**src/rtl/bus_trap_detect.sv**
```systemverilog
module bus_trap_detect #(
  parameter int AW = 16
) (
  input  logic          clk,
  input  logic          rst_n,
  input  logic          acc_valid,
  input  logic [1:0]    acc_kind,
  input  logic          acc_word,
  input  logic [AW-1:0] acc_addr,
  input  logic          acc_ext,
  input  logic          ext_cfg_en,
  input  logic [AW-1:0] acc_next_ip,
  output logic          acc_squash,
  output logic          issue_hold,
  output logic          trap_req,
  input  logic          trap_ack,
  output logic [AW-1:0] trap_ip,
  input  logic [1:0]    flag_clr,
  output logic [1:0]    flag_q
);
  localparam logic [1:0] KIND_FETCH = 2'b00;

  logic det_odd, det_bus, det_any, load_ip;

  assign det_odd    = acc_valid & (acc_kind != KIND_FETCH) & acc_word & acc_addr[0];
  assign det_bus    = acc_valid & acc_ext & ~ext_cfg_en;
  assign det_any    = det_odd | det_bus;
  assign load_ip    = det_any & (~trap_req | trap_ack);
  assign acc_squash = det_any;
  assign issue_hold = det_any | trap_req;

  always_ff @(posedge clk or negedge rst_n) begin
    if (!rst_n) begin
      flag_q   <= '0;
      trap_req <= 1'b0;
      trap_ip  <= '0;
    end else begin
      flag_q   <= (flag_q & ~flag_clr) | {det_bus, det_odd};
      trap_req <= det_any | (trap_req & ~trap_ack);
      if (load_ip) trap_ip <= acc_next_ip;
    end
  end


  req_follows_fault_chk: assert property (@(posedge clk) disable iff (!rst_n)
    acc_squash |=> trap_req);


  req_hold_ip_stable_chk: assert property (@(posedge clk) disable iff (!rst_n)
    trap_req && !trap_ack |=> trap_req && $stable(trap_ip));


  odd_flag_cause_chk: assert property (@(posedge clk) disable iff (!rst_n)
    $rose(flag_q[0]) |-> $past(acc_valid && acc_addr[0] && acc_kind != KIND_FETCH));


  odd_flag_word_only_chk: assert property (@(posedge clk) disable iff (!rst_n)
    $rose(flag_q[0]) |-> $past(acc_word));


  bus_flag_cause_chk: assert property (@(posedge clk) disable iff (!rst_n)
    $rose(flag_q[1]) |-> $past(acc_valid && acc_ext && !ext_cfg_en));


  hold_when_pending_chk: assert property (@(posedge clk) disable iff (!rst_n)
    trap_req |-> issue_hold);
endmodule

```
**config.mk**
```make
export PLATFORM = sky130hd
export DESIGN_NAME = bus_trap_detect
export DESIGN_NICKNAME = d
export VERILOG_FILES = /design/src/rtl/bus_trap_detect.sv
export SDC_FILE = /design/constraint.sdc
export NUM_CORES = 1
export LEC_CHECK = 0
export BUFFER_PORTS_ARGS = -buffer_cell sky130_fd_sc_hd__buf_4
export CORE_MARGIN = 2
export CORE_UTILIZATION = 40
export DETAILED_ROUTE_END_ITERATION = 8
export HOLD_SLACK_MARGIN = 0.03
export PLACE_DENSITY = 0.86
export RECOVER_POWER = 100
export REMOVE_ABC_BUFFERS = 1
export SYNTH_ARGS = -nofsm -noshare
export SYNTH_HDL_FRONTEND = slang
export SYNTH_SLANG_ARGS = --single-unit
```
**constraint.sdc**
```tcl
create_clock -name clk -period 3.02 [get_ports clk]
set_clock_uncertainty 0.15 [all_clocks]
set_input_delay 0 -clock clk [delete_from_list [all_inputs] [get_ports clk]]
set_output_delay 0 -clock clk [all_outputs]
set_load 0.01 [all_outputs]
```
=== After elaboration in Yosys (flattened, before gate mapping) ===
Index checks and enable logic that the tools add are counted.

* Bitwise operators: 17
* Reduce and logical (&&, ||, !) cells: 1

{| class="wikitable"
|+ Operators by type and width
! kind !! number
|-
| $and 1x1->1 || 7
|-
| $or 1x1->1 || 4
|-
| $not 1->1 || 3
|-
| $and 2x2->2 || 1
|-
| $not 2->2 || 1
|-
| $or 2x2->2 || 1
|-
| $reduce_bool 2->1 || 1
|}

* Register bits: 19
* Input bits: 43
* Output and inout port bits: 21
* Logic and storage cells: 21

=== Logic depth before layout (Yosys ltp) ===
Gate-level depths: netlist (run 1).

* Word-level depth: 6
* Gate-level depth with buffers: 4
* Depth with buffers taken out: 3

=== Worst setup path after synthesis (run 1) ===
Ideal clock, no wire load.

* Path type: register to register
* Start: register trap_req
* End: register trap_ip[10]
* Setup time: 125 ps
* Arrival: 1,197 ps
* Data required time: 2,745 ps
* Path slack: 1,548 ps
* Cell stages (with the launch flop): 4
* Path buffers: 1
* Clock period less this slack: 1,472 ps
* Path through: dfrtp_1 a22oi_4 buf_12 mux2_4

* Longest elaborated chain between the ends: 3

{| class="wikitable"
|+ RTL lines
! item !! line !! RTL
|-
| start, declared || 15 || <nowiki>output logic trap_req,</nowiki>
|-
| start signal, assigned || 39 || <nowiki>trap_req <= det_any | (trap_req & ~trap_ack);</nowiki>
|-
| $not 1->1 || 28 || <nowiki>assign load_ip = det_any & (~trap_req | trap_ack);</nowiki>
|-
| $or 1x1->1 || 28 ||
|-
| $and 1x1->1 || 28 ||
|-
| end signal, assigned || 40 || <nowiki>if (load_ip) trap_ip <= acc_next_ip;</nowiki>
|-
| end, declared || 17 || <nowiki>output logic [AW-1:0] trap_ip,</nowiki>
|}

No other way between the ends.
A chain may end at the register's enable or synchronous reset.

=== Worst setup path after layout (run 1) ===
* Start: register trap_req
* End: register trap_ip[2]

Same word-level chain as after synthesis.

==> impl_metrics.ini, run 1 <==
[finish]
layout.cells.most_common_list = 27 x buf_4, 24 x dlygate4sd3_1, 22 x clkbuf_1
number_of_inserted_diodes = 0
area_growth_pct = 64.9
mostFrequentLayoutCell = buf_4
share_of_cells_above_drive_strength_1_pct = 32.8
design.final.nets = 166

[pwr]
pwr-share-comb_pct = 30.0
power.net_switching_mw = 0.201
share_of_total_power_consumed_by_net_switching_pct = 30.0
power-per-cell-area_nw_per_um2 = 510
power.leakage_nw = 0.610
power.clock.fraction_pct = 19.2
irDropWorstVdd_uv = 328
internal_power_mw = 0.469
seq_power_share_pct = 50.8

[clocking]
cts_tree = done
root_buffer = clkbuf_4
cts_resized = 0
cts.sink_count = 19
cts_inserted_buffers = 3
cts.path.max_buffers = 2
htree_num_levels = 1
clk_pin_slew_worst_paths_ns = 0.11
clk-insertion-delay-late_ns = 0.29

[worst_hold_path]
hold_end = acc_squash
hold_path_depth = 4
holdCritStartpoint = acc_ext
hp-class = in2out

[floorplan]
core.rowCount = 16
core-area_um2 = 1920
die_area_um2 = 2360
effective_utilization_at_floorplan_pct = 41.4
io_pins = 64
die_h_um = 48.6
chipWidth_um = 48.6

[job]
cap_viol_max_count = 0

[timing]
rsz0062_at_grt = false
finalSetupTns_ns = 0
final.min_clock_period_ns = 1.88
layout_worst_path_cycle_share_pct = 62.3
slew-limit-headroom_pct = 36.0
final_critical_path_setup_slack_ns = 1.14
hold_slack_ns = 0.291
hold_viol_final = 0
setup_viol = 0
slew_viol_final = 0
max_freq_mhz = 531
timing_worst_slew_pin_value_ns = 0.960

[critical_path]
setup.worst_path.class = reg2reg
rr_worst_depth = 2
worstPathMaxFanout = 16
reg2reg_setup_slack_ns = 1.14
critPathSlowestCell = a22oi_2
critical_path.n_buffers_inverters = 0
reg2reg_from = trap_req
critical-path-top-delay-family = compound AO/OA/AOI/OAI gates
cp_data_arrival_time_ns = 1.93
reg2reg_to = trap_ip[2]
slowest_delay_ns = 0.78
worstPathRequired_ns = 3.06
crit_path_cell_trace = a22oi_2 -> mux2_2
critical_path.startpoint_type = flop
startpoint = trap_req
kind_of_end_point_of_the_critical_path = flop

[routing]
routed_via_density = 4.57
drt_pass1_iterations = 4
vias = 681
first_iter_violations = 7
post_drt_wl_per_cell_um = 14.3
postRouteWirelength_um = 2130
drc_errors = 0
drt.antenna.violating_nets = 0

[global_route]
overall_overflow_remaining_after_global_route = 0
via_count_of_the_first_global_routing_pass = 752
grt_pass1_wl_um = 3510
global_route.usage.total_pct = 19.8
grt_antenna_before_repair = 0
grt_start_max_net_pins = 20

[yosys]
mappedNetlistArea_um2 = 796
synth-seq-area-share_pct = 59.7
synth_seq_cells = 19
ys_types = 12
synth_area_leader_cell = dfrtp_1
post-synth-top-area-fraction_pct = 59.7
ys_warn_count = 0
ys_top_cells_by_area = dfrtp_1 60%, mux2_4 19%, mux2_2 8.5%, a22oi_4 2.7%, buf_12 2.5%
synth_cells = 47
synthesis.area_per_instance_um2 = 16.9

[place]
number_of_i_o_port_buffers = 48
place_congestion = 0.623
post-place-ws_ns = 1.31

[outcome]
run_status = complete, no violations
[registers in the layout, summed over array words and instances, names as in the netlist]
register,count
trap_ip,16
flag_q,2
trap_req,1
[final cells by class]
cell class	instances	area, um2
inverters	3	11.3
clock buffers	4	26.3
flip-flops and latches	19	475
well taps	27	33.8
fillers	176	609
repair buffers	72	522
multi-input cells	24	244
[Yosys cell counts (all sizes together)]
library cell   n
a21o           1
a22oi          1
buf            1
dfrtp         19
inv            3
mux2          16
nand2          1
nand3b         1
o2111ai        1
o21ai          2
or2            1
[metal layers]
| metal | vias to the layer above | share of wire, % | track usage (%) |
|---|---|---|---|
| met5 | - | 0 | 0 |
| li1 | 315 | - | - |
| met4 | 0 | 2.2 | 8.57 |
| met3 | 8 | 4.7 | 2.47 |
| met2 | 32 | 57 | 38.8 |
| met1 | 326 | 36 | 20.7 |
[worst reg2reg max path: stages, from the launching register on]
cell,delay [ns]
dfrtp_1,0.43
a22oi_2,0.78
mux2_2,0.43
[power by group through the flow]
stage	logic, mW	registers [mW]	clock network [mW]
finish	0.201	0.340	0.128
global route	0.217	0.346	0.147
CTS	0.270	0.341	0.131
detailed placement	0.242	0.346	0
global placement	0.236	0.341	0
floorplan	0.0819	0.368	0
[kinds of logic after synthesis]
family / after synthesis / share of synthesized area, %
AO/OA/AOI/OAI: 5 / 6.76
buffers and inverters: 4 / 3.93
flip-flops: 19 / 59.7
multiplexers: 16 / 27.4
AND/OR/NAND/NOR: 3 / 2.20
[through the flow]
stage                     std cells  power, mW  utilization, %  cell area, um2
after detailed placement        121      0.588            60.9            1170
after floorplan                  46      0.450               -             776
after global routing            149      0.710            68.3            1310
final                           149      0.669            68.3            1310
after global placement          121      0.577            60.9            1170
after CTS                       149      0.743            74.7            1440
[worst max-delay path by stage]
stage / endpoint / depth (start not counted)
finish: trap_ip[2] / 2
detailed placement: trap_ip[2] / 2
CTS: trap_ip[3] / 2
global placement: trap_ip[3] / 2
global route: trap_ip[13] / 2
floorplan: trap_ip[0] / 2
[what timing repair did]
item	4_1_cts	5_1_grt
endpoints found under the hold margin	38	0
buffers inserted	0	0
hold buffers	24	0
Power figures use the tool's default switching activity.
==> run 2, diff against run 1 <==
--- a/config.mk
+++ b/config.mk
@@ -7,10 +7,10 @@
 export LEC_CHECK = 0
 export BUFFER_PORTS_ARGS = -buffer_cell sky130_fd_sc_hd__buf_4
 export CORE_MARGIN = 2
-export CORE_UTILIZATION = 40
+export CORE_UTILIZATION = 34
 export DETAILED_ROUTE_END_ITERATION = 8
 export HOLD_SLACK_MARGIN = 0.03
-export PLACE_DENSITY = 0.86
+export PLACE_DENSITY = 0.78
 export RECOVER_POWER = 100
 export REMOVE_ABC_BUFFERS = 1
 export SYNTH_ARGS = -nofsm -noshare
==> constraint.sdc (replaced) <==
create_clock -name clk -period 1.6 [get_ports clk]
set_clock_uncertainty 0.15 [all_clocks]
set_input_delay 0 -clock clk [delete_from_list [all_inputs] [get_ports clk]]
set_output_delay 0 -clock clk [all_outputs]
set_load 0.01 [all_outputs]
==> run 2 against run 1 <==
- sequential share of layout area fell by 0.71 points
- clock power rose by 81%
- largest power group unchanged
- total power rose by 87%
- critical endpoint is now trap_ip[1]
- critical path depth is 1 higher
==> impl_metrics.ini, run 2 (same netlist as run 1, synthesis figures left out) <==
[timing]
timing_worst_slew_pin_value_ns = 0.462
rsz0062_at_grt = false
max_freq_mhz = 662
layout_worst_path_cycle_share_pct = 94.4
hold_viol_final = 0
slew_viol_final = 0
final.min_clock_period_ns = 1.51
setup_viol = 0
hold_slack_ns = 0.0749
slew-limit-headroom_pct = 69.2
finalSetupTns_ns = 0

[routing]
post_drt_wl_per_cell_um = 14.2
postRouteWirelength_um = 2150
vias = 676
routed_via_density = 4.48
drt.antenna.violating_nets = 0
drt_pass1_iterations = 1
first_iter_violations = 0
drc_errors = 0

[floorplan]
core.rowCount = 17
io_pins = 64
die_area_um2 = 2740
effective_utilization_at_floorplan_pct = 36.0
core-area_um2 = 2210
chipWidth_um = 52.4
die_h_um = 52.4

[critical_path]
reg2reg_to = trap_ip[1]
cp_data_arrival_time_ns = 1.55
critical_path.startpoint_type = flop
rr_worst_depth = 3
critPathCapture = trap_ip[1]
reg2reg_setup_slack_ns = 0.09
reg2reg_from = trap_req
startpoint = trap_req
worstPathMaxFanout = 4
crit_path_cell_trace = a22oi_4 -> clkbuf_1 -> mux2_2
setup.worst_path.class = reg2reg
worstPathRequired_ns = 1.64
critPathSlowestCell = dfrtp_1
kind_of_end_point_of_the_critical_path = flop
slowest_delay_ns = 0.44

[place]
place_congestion = 0.729
number_of_i_o_port_buffers = 48
place.detailed.hpwl_um = 1430

[global_route]
grt_pass1_wl_um = 3280
grt_antenna_before_repair = 0
via_count_of_the_first_global_routing_pass = 742
overall_overflow_remaining_after_global_route = 0
grt_start_max_net_pins = 20
global_route.usage.total_pct = 17.8

[finish]
mostFrequentLayoutCell = buf_4
design.final.nets = 167
multi_input_comb_area_um2 = 253
top_regs = trap_ip x16, flag_q x2, trap_req x1
largest-register = trap_ip
largest_register_ffs = 16
number_of_inserted_diodes = 0
share_of_cells_above_drive_strength_1_pct = 35.0
num-fill-cells = 213
seqCellArea_um2 = 475
area_growth_pct = 68.2
layout.cells.most_common_list = 27 x buf_4, 23 x dlygate4sd3_1, 21 x clkbuf_1

[clocking]
clk_pin_slew_worst_paths_ns = 0.10
root_buffer = clkbuf_4
clk-insertion-delay-late_ns = 0.29
cts.path.max_buffers = 2
htree_num_levels = 1
cts.repair_timing.setup_buffer_count = 0
cts_tree = done
cts_inserted_buffers = 3
cts.sink_count = 19
cts_resized = 0

[pwr]
power-per-cell-area_nw_per_um2 = 935
power.leakage_nw = 0.620
irDropWorstVdd_uv = 630
totalPowerFinal_mw = 1.25

[worst_hold_path]
hp-class = in2reg

[outcome]
run_status = complete, no violations

[job]
cap_viol_max_count = 0
==> run 2: cell types whose count changed in the layout (fill, tap and decap cells not counted), sizes merged <==
cell	change
buf	+1
dlygate4sd3	-1
clkinv	+1
==> run 2: timing repair <==
action | 4_1_cts | 5_1_grt
endpoints found under the hold margin | 38 | 19
endpoints found under the setup margin | 0 | 19
hold buffers | 23 | 1
==> run 2: worst min-delay path by stage <==
stage,start,to,slack [ns],depth (start not counted)
2_1_floorplan,rst_n,flag_q[0],-0.45,0
3_3_place_gp,rst_n,trap_ip[0],-0.27,1
3_5_place_dp,rst_n,trap_ip[11],-0.26,1
4_1_cts,acc_addr[0],trap_req,0.04,4
5_1_grt,acc_ext,trap_req,0.11,4
6_report,acc_ext,trap_req,0.07,4
==> run 2: area by class of cell <==
type                    instances  area share (%)
inverters                       3           0.841
well taps                      28            2.62
multi-input cells              24            18.9
repair buffers                 73            40.1
clock buffers                   3            1.68
clock inverters                 1           0.374
flip-flops and latches         19            35.5
==> run 2: report_power, final <==
group / leakage (nW) / switching [mW] / total (mW) / internal (mW)
Sequential: 0.227 / 0.0540 / 0.636 / 0.582
Combinational: 0.375 / 0.173 / 0.383 / 0.210
Clock: 0.0177 / 0.139 / 0.232 / 0.0931
==> run 2: critical path, delay by kind of cell (launching register included) <==
kind            cells  cell delay (ns)
buf+inv             1             0.24
flops               1             0.44
mux                 1             0.37
compound gates      1             0.21
==> run 2: metal layers <==
layer / track usage [%] / vias up / part of all wire (%)
met1: 14.3 / 315 / 29
met4: 12.4 / 0 / 5.5
met3: 5.14 / 12 / 4.8
met2: 35.4 / 31 / 61
li1: - / 318 / -
met5: 0 / - / 0
==> run 2: metrics by stage <==
step	instances	utilization [%]	cell area [um2]	worst slack, ns
3_5_place_dp	124	54.2	1200	0.167
5_1_grt	151	60.5	1340	0.0378
6_report	151	60.5	1340	0.0895
3_3_place_gp	124	54.2	1200	0.186
4_1_cts	151	65.8	1460	0.0121
2_1_floorplan	46	-	776	0.00632
